[config.mk]
export PLATFORM = sky130hd
export DESIGN_NAME = ddr2_rd_lat_sched
export DESIGN_NICKNAME = d
export VERILOG_FILES = /design/src/rtl/ddr2_rdlat_pkg.sv /design/src/rtl/rdlat_rst_sync.sv /design/src/rtl/rdlat_cfg.sv /design/src/rtl/rdlat_pd_gate.sv /design/src/rtl/rdlat_valid_pipe.sv /design/src/rtl/ddr2_rd_lat_sched.sv
export SDC_FILE = /design/constraint.sdc
export NUM_CORES = 1
export LEC_CHECK = 0
export CORE_ASPECT_RATIO = 1.25
export CORE_UTILIZATION = 46
export CTS_CLUSTER_SIZE = 25
export DETAILED_ROUTE_END_ITERATION = 7
export PLACE_DENSITY_LB_ADDON = 0.08
export REMOVE_ABC_BUFFERS = 1
export SYNTH_ARGS = -nofsm -noshare
export SYNTH_HDL_FRONTEND = slang
export SYNTH_SLANG_ARGS = --single-unit
[constraint.sdc]
create_clock -name clk -period 0.9 [get_ports clk]
set_input_delay 0.18 -clock clk [delete_from_list [all_inputs] [get_ports clk]]
set_output_delay 0.18 -clock clk [all_outputs]
set_load 0.01 [all_outputs]
[src/rtl/ddr2_rdlat_pkg.sv]
`timescale 1ns/1ps
package ddr2_rdlat_pkg;

  localparam int CFG_DW  = 16;
  localparam int CL_LSB  = 4;
  localparam int CL_W    = 3;
  localparam int PDX_BIT = 12;
  localparam int AL_W    = 3;

  typedef enum logic [1:0] {
    PD_RUN  = 2'd0,
    PD_DOWN = 2'd1,
    PD_WAIT = 2'd2
  } pd_state_e;

  function automatic logic cl_code_ok(input logic [CL_W-1:0] code, input logic allow6);
    case (code)
      3'd3, 3'd4, 3'd5: return 1'b1;
      3'd6:             return allow6;
      default:          return 1'b0;
    endcase
  endfunction

endpackage

[src/rtl/rdlat_rst_sync.sv]
`timescale 1ns/1ps
module rdlat_rst_sync #(
  parameter int STAGES = 2
) (
  input  logic clk,
  input  logic rst_n,
  output logic rst_core_n
);

  logic [STAGES-1:0] sync_q;

  always_ff @(posedge clk or negedge rst_n) begin
    if (!rst_n) sync_q <= '0;
    else        sync_q <= {sync_q[STAGES-2:0], 1'b1};
  end

  assign rst_core_n = sync_q[STAGES-1];

endmodule

[src/rtl/rdlat_cfg.sv]
`timescale 1ns/1ps
module rdlat_cfg
  import ddr2_rdlat_pkg::*;
#(
  parameter bit ENABLE_CL6 = 1'b0,
  parameter int AL_MAX     = 4,
  parameter int RESET_CL   = 3
) (
  input  logic              clk,
  input  logic              rst_n,
  input  logic              cfg_we,
  input  logic              cfg_sel,
  input  logic [CFG_DW-1:0] cfg_wdata,
  output logic [CL_W-1:0]   cl_q,
  output logic [AL_W-1:0]   al_q,
  output logic              slow_exit_q,
  output logic              cfg_error_q
);

  logic [CL_W-1:0] cl_field, cl_d;
  logic [AL_W-1:0] al_field, al_d;
  logic            slow_d, err_d;
  logic            mode_ok, al_ok, upd_en;
  logic            unused_cfg_bits;

  assign cl_field = cfg_wdata[CL_LSB +: CL_W];
  assign al_field = cfg_wdata[AL_W-1:0];
  assign mode_ok  = cl_code_ok(cl_field, ENABLE_CL6);
  assign al_ok    = (int'(al_field) <= AL_MAX);
  assign upd_en   = cfg_we;

  assign unused_cfg_bits = ^{cfg_wdata[CFG_DW-1:PDX_BIT+1],
                             cfg_wdata[PDX_BIT-1:CL_LSB+CL_W],
                             cfg_wdata[CL_LSB-1:AL_W]};

  always_comb begin
    cl_d   = cl_q;
    al_d   = al_q;
    slow_d = slow_exit_q;
    err_d  = cfg_error_q;
    if (cfg_we) begin
      if (!cfg_sel) begin
        if (mode_ok) begin
          cl_d   = cl_field;
          slow_d = cfg_wdata[PDX_BIT];
          err_d  = 1'b0;
        end else begin
          err_d  = 1'b1;
        end
      end else begin
        if (al_ok) begin
          al_d  = al_field;
          err_d = 1'b0;
        end else begin
          err_d = 1'b1;
        end
      end
    end
  end

  always_ff @(posedge clk or negedge rst_n) begin
    if (!rst_n) begin
      cl_q        <= CL_W'(RESET_CL);
      al_q        <= '0;
      slow_exit_q <= 1'b0;
      cfg_error_q <= 1'b0;
    end else if (upd_en) begin
      cl_q        <= cl_d;
      al_q        <= al_d;
      slow_exit_q <= slow_d;
      cfg_error_q <= err_d;
    end
  end

endmodule

[src/rtl/rdlat_pd_gate.sv]
`timescale 1ns/1ps
module rdlat_pd_gate
  import ddr2_rdlat_pkg::*;
#(
  parameter int T_FAST = 2,
  parameter int T_SLOW = 6
) (
  input  logic      clk,
  input  logic      rst_n,
  input  logic      pd_enter,
  input  logic      pd_enter_active,
  input  logic      pd_exit,
  input  logic      slow_exit,
  output logic      rd_allowed,
  output pd_state_e state_q
);

  localparam int T_MAX = (T_FAST > T_SLOW) ? T_FAST : T_SLOW;
  localparam int CNT_W = $clog2(T_MAX + 1);

  pd_state_e        state_d;
  logic             kind_q, kind_d;
  logic [CNT_W-1:0] cnt_q, cnt_d;
  logic             step_en;

  assign step_en = (state_q != PD_RUN) || pd_enter;

  always_comb begin
    state_d = state_q;
    kind_d  = kind_q;
    cnt_d   = cnt_q;
    case (state_q)
      PD_RUN: begin
        if (pd_enter) begin
          state_d = PD_DOWN;
          kind_d  = pd_enter_active;
        end
      end
      PD_DOWN: begin
        if (pd_exit) begin
          state_d = PD_WAIT;
          cnt_d   = (kind_q && slow_exit) ? CNT_W'(T_SLOW) : CNT_W'(T_FAST);
        end
      end
      PD_WAIT: begin
        if (cnt_q <= CNT_W'(1)) state_d = PD_RUN;
        else                    cnt_d   = cnt_q - CNT_W'(1);
      end
      default: state_d = PD_RUN;
    endcase
  end

  always_ff @(posedge clk or negedge rst_n) begin
    if (!rst_n) begin
      state_q <= PD_RUN;
      kind_q  <= 1'b0;
      cnt_q   <= '0;
    end else if (step_en) begin
      state_q <= state_d;
      kind_q  <= kind_d;
      cnt_q   <= cnt_d;
    end
  end

  assign rd_allowed = (state_q == PD_RUN);

endmodule

[src/rtl/rdlat_valid_pipe.sv]
`timescale 1ns/1ps
module rdlat_valid_pipe #(
  parameter int DEPTH     = 11,
  parameter int BURST_CYC = 2,
  parameter int LAT_W     = 4
) (
  input  logic             clk,
  input  logic             rst_n,
  input  logic             rd_go,
  input  logic [LAT_W-1:0] lat,
  output logic             data_valid
);

  logic [DEPTH-1:0] pend_q, pend_d;
  logic             step_en;

  assign step_en = rd_go || (|pend_q);

  for (genvar i = 0; i < DEPTH; i++) begin : g_slot
    logic seed;
    assign seed = rd_go && (i >= int'(lat)) && (i < int'(lat) + BURST_CYC);
    if (i == DEPTH - 1) begin : g_top
      assign pend_d[i] = seed;
    end else begin : g_mid
      assign pend_d[i] = pend_q[i+1] | seed;
    end
  end

  always_ff @(posedge clk or negedge rst_n) begin
    if (!rst_n)       pend_q <= '0;
    else if (step_en) pend_q <= pend_d;
  end

  assign data_valid = pend_q[0];

endmodule

[src/rtl/ddr2_rd_lat_sched.sv]
`timescale 1ns/1ps
module ddr2_rd_lat_sched
  import ddr2_rdlat_pkg::*;
#(
  parameter bit ENABLE_CL6 = 1'b0,
  parameter int BURST_LEN  = 4,
  parameter int AL_MAX     = 4,
  parameter int T_FAST     = 2,
  parameter int T_SLOW     = 6
) (
  input  logic        clk,
  input  logic        rst_n,
  input  logic        cfg_we,
  input  logic        cfg_sel,
  input  logic [15:0] cfg_wdata,
  input  logic        rd_cmd,
  input  logic        pd_enter,
  input  logic        pd_enter_active,
  input  logic        pd_exit,
  output logic        data_valid,
  output logic        rd_allowed,
  output logic        cfg_error
);

  localparam int BURST_CYC = BURST_LEN / 2;
  localparam int CL_MAX    = ENABLE_CL6 ? 6 : 5;
  localparam int DEPTH     = AL_MAX + CL_MAX + BURST_CYC;
  localparam int LAT_W     = $clog2(DEPTH);

  logic              rst_core_n;
  logic [CL_W-1:0]   cl_q;
  logic [AL_W-1:0]   al_q;
  logic              slow_exit_q;
  pd_state_e         pd_state;
  logic              rd_go;
  logic [LAT_W-1:0]  lat;

  rdlat_rst_sync #(.STAGES(2)) u_rst (
    .clk        (clk),
    .rst_n      (rst_n),
    .rst_core_n (rst_core_n)
  );

  rdlat_cfg #(.ENABLE_CL6(ENABLE_CL6), .AL_MAX(AL_MAX), .RESET_CL(3)) u_cfg (
    .clk         (clk),
    .rst_n       (rst_core_n),
    .cfg_we      (cfg_we),
    .cfg_sel     (cfg_sel),
    .cfg_wdata   (cfg_wdata),
    .cl_q        (cl_q),
    .al_q        (al_q),
    .slow_exit_q (slow_exit_q),
    .cfg_error_q (cfg_error)
  );

  rdlat_pd_gate #(.T_FAST(T_FAST), .T_SLOW(T_SLOW)) u_pd (
    .clk             (clk),
    .rst_n           (rst_core_n),
    .pd_enter        (pd_enter),
    .pd_enter_active (pd_enter_active),
    .pd_exit         (pd_exit),
    .slow_exit       (slow_exit_q),
    .rd_allowed      (rd_allowed),
    .state_q         (pd_state)
  );

  assign rd_go = rd_cmd && rd_allowed;
  assign lat   = LAT_W'(al_q) + LAT_W'(cl_q);

  rdlat_valid_pipe #(.DEPTH(DEPTH), .BURST_CYC(BURST_CYC), .LAT_W(LAT_W)) u_pipe (
    .clk        (clk),
    .rst_n      (rst_core_n),
    .rd_go      (rd_go),
    .lat        (lat),
    .data_valid (data_valid)
  );

endmodule

==> results of run 1 <==
logic make-up (layout without fill, tap and decap cells):
group                    after synthesis  in the layout  share of synthesized area, %
multiplexers                           6              6                          4.50
AND/OR/NAND/NOR                       31             31                          9.69
XOR/XNOR                               1              1                          1.12
flip-flops                            27             27                          46.9
buffers and inverters                 13             86                          3.37
adder cells (fa/ha/maj)               10             10                          9.17
other                                  1              1                         0.259
AO/OA/AOI/OAI                         50             50                          25.0
through the flow:
step	hold slack [ns]	cells
finish	0.234	248
global route	0.259	248
CTS	0.252	242
detailed placement	0.239	231
global placement	0.232	231
floorplan	-0.116	137
timing repair:
action | in CTS | in global routing
endpoints found under the setup margin | 26 | 24
resized for setup | 77 | 19
hold buffers | 1 | 0
pin swaps | 26 | 14
hold endpoints to repair | 2 | 0
setup buffers | 7 | 6
final cells by class:
class | count | area (µm²) | share of cell area (%)
Tap cell | 36 | 45.0 | 1.91
Clock inverter | 1 | 7.51 | 0.319
Clock buffer | 3 | 22.5 | 0.956
Timing Repair Buffer | 71 | 604 | 25.7
Inverter | 11 | 46.3 | 1.96
Multi-Input combinational cell | 99 | 952 | 40.4
Sequential cell | 27 | 678 | 28.8
metal layers:
layer,global-route usage (%),vias to the layer above,share of wire [%]
met5,0,-,0
met4,9.87,0,4.5
met3,3.29,11,2.6
met2,42.9,30,53
met1,26.2,637,40
li1,-,648,-
worst min path at each step:
stage,from,endpoint,slack [ns],depth (start not counted)
after CTS,u_rst.sync_q[1],u_pd.state_q[0],0.25,1
final,u_rst.sync_q[1],u_pd.state_q[0],0.23,1
after floorplan,rst_n,u_rst.sync_q[0],-0.12,0
after detailed placement,u_rst.sync_q[1],u_pd.state_q[0],0.24,1
after global placement,u_rst.sync_q[1],u_pd.kind_q,0.23,1
after global routing,cfg_wdata[2],u_cfg.al_q[2],0.26,4
synth_stat cells, types with 3 or more instances:
cell type	instances
nor2_1	8
nand2_1	11
dfrtp_1	25
a21oi_1	10
o21ai_0	9
inv_1	10
a21o_1	6
nand3_1	3
nor2b_1	4
mux2_2	4
ha_1	9
power groups by stage:
stage,Clock [mW],Sequential [mW],Combinational (mW)
final,0.564,1.84,4.31
after global placement,0,1.80,2.82
after detailed placement,0,1.82,2.94
after CTS,0.571,1.83,3.71
after global routing,0.637,1.87,4.64
after floorplan,0,1.82,1.57
registers in the layout, summed over array words and instances, names as in the netlist:
name / count
u_pd.kind_q: 1
u_cfg.slow_exit_q: 1
u_pipe.pend_q: 11
u_cfg.cl_q: 3
u_pd.state_q: 2
u_pd.cnt_q: 3
u_rst.sync_q: 2
u_cfg.cfg_error_q: 1
u_cfg.al_q: 3
placed cells by master (no fill, tap or decap), types with 2 or more instances in the layout:
| master | n |
|---|---|
| dfrtp_1 | 25 |
| clkdlybuf4s50_1 | 6 |
| ha_4 | 6 |
| nor2b_4 | 3 |
| buf_6 | 12 |
| o21ai_0 | 2 |
| clkbuf_4 | 3 |
| ha_2 | 2 |
| nor2_2 | 2 |
| nand2_1 | 7 |
| o211ai_1 | 2 |
| a21oi_2 | 3 |
| a31o_1 | 2 |
| nand3_2 | 2 |
| buf_2 | 3 |
| a31oi_1 | 2 |
| a21o_1 | 6 |
| nor2_1 | 5 |
| o21ai_1 | 5 |
| a31o_2 | 2 |
| inv_4 | 2 |
| o21ai_2 | 3 |
| a21oi_1 | 7 |
| mux2_2 | 3 |
| inv_2 | 4 |
| a41o_1 | 2 |
| inv_1 | 5 |
| dfstp_2 | 2 |
| nand2_2 | 4 |
| o22a_1 | 2 |
| dlygate4sd2_1 | 6 |
| buf_4 | 41 |
==> flow_summary.json, run 1 <==
{
  "status": "finished, violations left",
  "violations": "negative setup slack",
  "vdd.ir_drop.worst_uv": 1800,
  "dpl_cell_area_mm2": 0.00196,
  "synthTopCellsByArea": "dfrtp_1 (43%), ha_1 (7.8%), dfstp_2 (3.6%)",
  "n_fill_cell": 175,
  "post-route-min-period_ns": 2.18,
  "drc_errors": 0,
  "yosys_warnings": 0,
  "synth_top_cell_by_area": "dfrtp_1",
  "grt_pass1_wl_mm": 5.86,
  "synthArstFlopShare_pct": 100,
  "vias": 1326,
  "core_region_area_mm2": 0.00297,
  "finalHoldViolations": 0,
  "grt_setup_unrepaired": "yes",
  "power.switching_mw": 2.66,
  "layout-drive-gt1-share_pct": 53.8,
  "seqPwrFrac_pct": 27.4,
  "io_buffers": 17,
  "synth_top_area_share_pct": 43.3,
  "antenna_found_initial": 0,
  "clock_sinks": 27,
  "area_growth_pct": 62.9,
  "crit_chain": "ha_4, fa_2, xnor2_2, buf_4, ha_4, inv_4, a211o_1, a41o_1",
  "vias_per_cell": 5.35,
  "clockBufferDepth": 2,
  "synth_edf_count": 0,
  "drt_iter0_drc": 32,
  "seq_area_frac_synth_pct": 46.9,
  "startpoint": "u_cfg.al_q[0]",
  "cp_slowest_cell": "dfrtp_1",
  "ys_types": 40,
  "die_height_um": 64.7,
  "drt_wl_total_mm": 3.82,
  "track_usage_pct": 23.5,
  "crit_buf_inv": 2,
  "clk_latency_ns": 0.33,
  "slew_violations": 0,
  "ys.flop_type": "dfrtp_1",
  "clockPowerShare_pct": 8.4,
  "cts-root-buf": "clkbuf_4",
  "p_total_mw": 6.72,
  "hold_path_class": "flip-flop to async pin",
  "path_max_fanout": 3,
  "reg2reg_from": "u_cfg.al_q[0]",
  "drtAntennaViolNets": 0,
  "grt_max_degree": 26,
  "cp_slowest_stage_delay_ns": 0.44,
  "clkTransAtPathRegs_ns": 0.16,
  "netlist_area_mm2": 0.00145,
  "syn-instance-count": 139,
  "p_leak_nw": 1.13,
  "fp-row-count": 22,
  "timing.rr.end": "u_pipe.pend_q[9]",
  "nets": 247,
  "reg2reg_setup_slack_ns": -1.28,
  "drt_first_pass_iters": 4,
  "finalSetupViolations": 22,
  "dp_slack_ns": -1.40,
  "antenna_cells": 0,
  "critPathMostFrequentCell": "ha_4",
  "r2r_cells": 8,
  "crit_end": "u_pipe.pend_q[9]",
  "htreeDepth": 1,
  "avgSynthCellArea_um2": 10.4,
  "fin_util_pct": 79.3,
  "cp.depth": 8,
  "overflow": 0,
  "dp_hpwl_mm": 2.39,
  "die_x_um": 52.2,
  "maxCapViolations": 0,
  "arrival_ns": 2.43,
  "startpoint_type": "flip-flop",
  "dieArea_mm2": 0.00337,
  "worst_slack_ns": -1.28,
  "swShare_pct": 39.6,
  "end_kind": "flip-flop",
  "grt_pass1_vias": 1330,
  "fin_tns_setup_ns": -15.88,
  "cp_top_family": "adder cells",
  "wl_per_cell_um": 15.4,
  "powerDensity_mw_per_mm2": 2850,
  "design_area_mm2": 0.00236,
  "finClkSkew_ns": 0.00195,
  "p_comb_share_pct": 64.2,
  "cts_tree": "built",
  "timing.fmax_mhz": 458,
  "ys_ff_latch": 27,
  "ios": 27,
  "cts_buffers": 3,
  "cp.required_ns": 1.15,
  "initial_core_util_pct": 48.7,
  "min_period_over_period_pct": 243,
  "power.internal_mw": 4.06,
  "critical_path_class": "flip-flop to flip-flop",
  "routabilityCongestion": 0.818
}
(Power assumes the default switching activity.)
==> run 2, diff against run 1 <==
- SKIP_CTS_REPAIR_TIMING: not set -> 1
==> run 2 against run 1 <==
Compared with the run above: count of clock-buffer cells in the layout unchanged; critical path depth stayed put; largest power group unchanged; register-to-register slack worse by 0.04 ns; maximum frequency is 1.6% lower; the run still ends with negative setup slack left; largest cell class unchanged.
==> flow_summary.json, run 2 (same netlist as run 1, synthesis figures left out) <==
{
  "status": "finished, violations left",
  "violations": "negative setup slack",
  "seq_area_um2": 678,
  "p_leak_nw": 1.13,
  "grt_pass1_wl_mm": 5.29,
  "nets": 237,
  "r2r_cells": 8,
  "wl_per_cell_um": 13.7,
  "clockBufferDepth": 2,
  "io_buffers": 17,
  "track_usage_pct": 21.1,
  "grt_pass1_vias": 1245,
  "grt_setup_unrepaired": "yes",
  "die_x_um": 52.2,
  "area_growth_pct": 55.2,
  "drt_first_pass_iters": 4,
  "initial_core_util_pct": 48.7,
  "vdd.ir_drop.worst_uv": 1800,
  "finClkSkew_ns": 0.00274,
  "vias": 1250,
  "timing.fmax_mhz": 450,
  "hold_path_depth": 3,
  "cts_tree": "built",
  "dieArea_mm2": 0.00337,
  "cp.required_ns": 1.14,
  "multiInputGateArea_um2": 911,
  "timing.rr.end": "u_pipe.pend_q[9]",
  "slew_violations": 0,
  "grt_max_degree": 26,
  "path_max_fanout": 4,
  "finalSetupViolations": 22,
  "cts-root-buf": "clkbuf_4",
  "post-route-min-period_ns": 2.22,
  "n_fill_cell": 201,
  "hold_path_class": "input port to flip-flop",
  "maxCapViolations": 0,
  "drt_wl_total_mm": 3.26,
  "cts_buffers": 3,
  "routabilityCongestion": 0.818,
  "clk_latency_ns": 0.33,
  "largest_reg_flops": 11,
  "critical_path_class": "flip-flop to flip-flop",
  "reg2reg_setup_slack_ns": -1.32,
  "dpl_cell_area_mm2": 0.00196,
  "dp_hpwl_mm": 2.39,
  "clock_sinks": 27,
  "regMostFlops": "u_pipe.pend_q",
  "fp-row-count": 22,
  "reg2reg_from": "u_cfg.al_q[0]",
  "design_area_mm2": 0.00224,
  "layout_commonest_cell": "buf_4",
  "hold_start": "cfg_we",
  "startpoint": "u_cfg.al_q[0]",
  "arrival_ns": 2.46,
  "end_kind": "flip-flop",
  "drc_errors": 0,
  "antenna_cells": 0,
  "finalHoldViolations": 0,
  "drtAntennaViolNets": 0,
  "hold-path-endpoint": "u_cfg.cfg_error_q",
  "layout_common_cells": "buf_4 (36), dfrtp_1 (25), nand2_1 (9)",
  "antenna_found_initial": 0,
  "layout-drive-gt1-share_pct": 47.0,
  "drt_iter0_drc": 20,
  "worst_slack_ns": -1.32,
  "fin_tns_setup_ns": -16.09,
  "ios": 27,
  "min_period_over_period_pct": 247,
  "vias_per_cell": 5.25,
  "startpoint_type": "flip-flop",
  "powerDensity_mw_per_mm2": 2740,
  "clkTransAtPathRegs_ns": 0.16,
  "die_height_um": 64.7,
  "timing.hold.ws_ns": 0.177,
  "core_region_area_mm2": 0.00297,
  "overflow": 0,
  "htreeDepth": 1
}
## run 2: changes by cell type in the layout (fill, tap and decap cells not counted), sizes merged
cell | previous run | this run
dlygate4sd2 | 6 | 0
clkdlybuf4s15 | 1 | 0
clkbuf | 3 | 5
buf | 56 | 44
dlymetal6s2s | 1 | 8
## run 2: where the power goes
part	switching (mW)	internal (mW)	leakage, nW
Combinational	1.74	2.01	0.794
Clock	0.392	0.170	0.0139
Sequential	0.236	1.61	0.327
## run 2: metal layers
metal,share of wire (%),track usage [%]
met1,41,24.3
met2,55,38.6
met3,2.2,2.82
met4,1.3,7.89
met5,0,0
## run 2: how the worst max path moves through the flow
stage                        to  slack, ns  depth (start not counted)
4_1_cts        u_pipe.pend_q[8]      -1.42                          9
6_report       u_pipe.pend_q[9]      -1.32                          8
5_1_grt        u_pipe.pend_q[2]      -1.41                          8
3_5_place_dp   u_pipe.pend_q[8]      -1.40                          9
2_1_floorplan  u_pipe.pend_q[4]      -1.43                          9
3_3_place_gp   u_pipe.pend_q[8]      -1.33                          9
## run 2: critical path, cell delays in order, from the launching register on
cell	delay (ns)
dfrtp_1	0.44
ha_4	0.18
fa_2	0.40
xnor2_2	0.17
buf_6	0.14
ha_4	0.29
inv_4	0.05
a211o_1	0.23
a41o_1	0.24
## run 2: final cells by class
class	instances	area share [%]
repair buffers	61	23.8
flip-flops and latches	27	30.2
well taps	36	2.01
clock inverters	1	0.334
inverters	11	2.06
clock buffers	3	1.00
multi-input cells	99	40.6
## run 2: metrics by stage
| step | worst slack [ns] | power, mW | utilization (%) | cells |
|---|---|---|---|---|
| after global placement | -1.33 | 4.62 | 66.0 | 231 |
| final | -1.32 | 6.16 | 75.5 | 238 |
| after detailed placement | -1.40 | 4.77 | 66.0 | 231 |
| after CTS | -1.42 | 5.32 | 67.0 | 235 |
| after global routing | -1.41 | 6.58 | 75.5 | 238 |
| after floorplan | -1.43 | 3.39 | - | 137 |
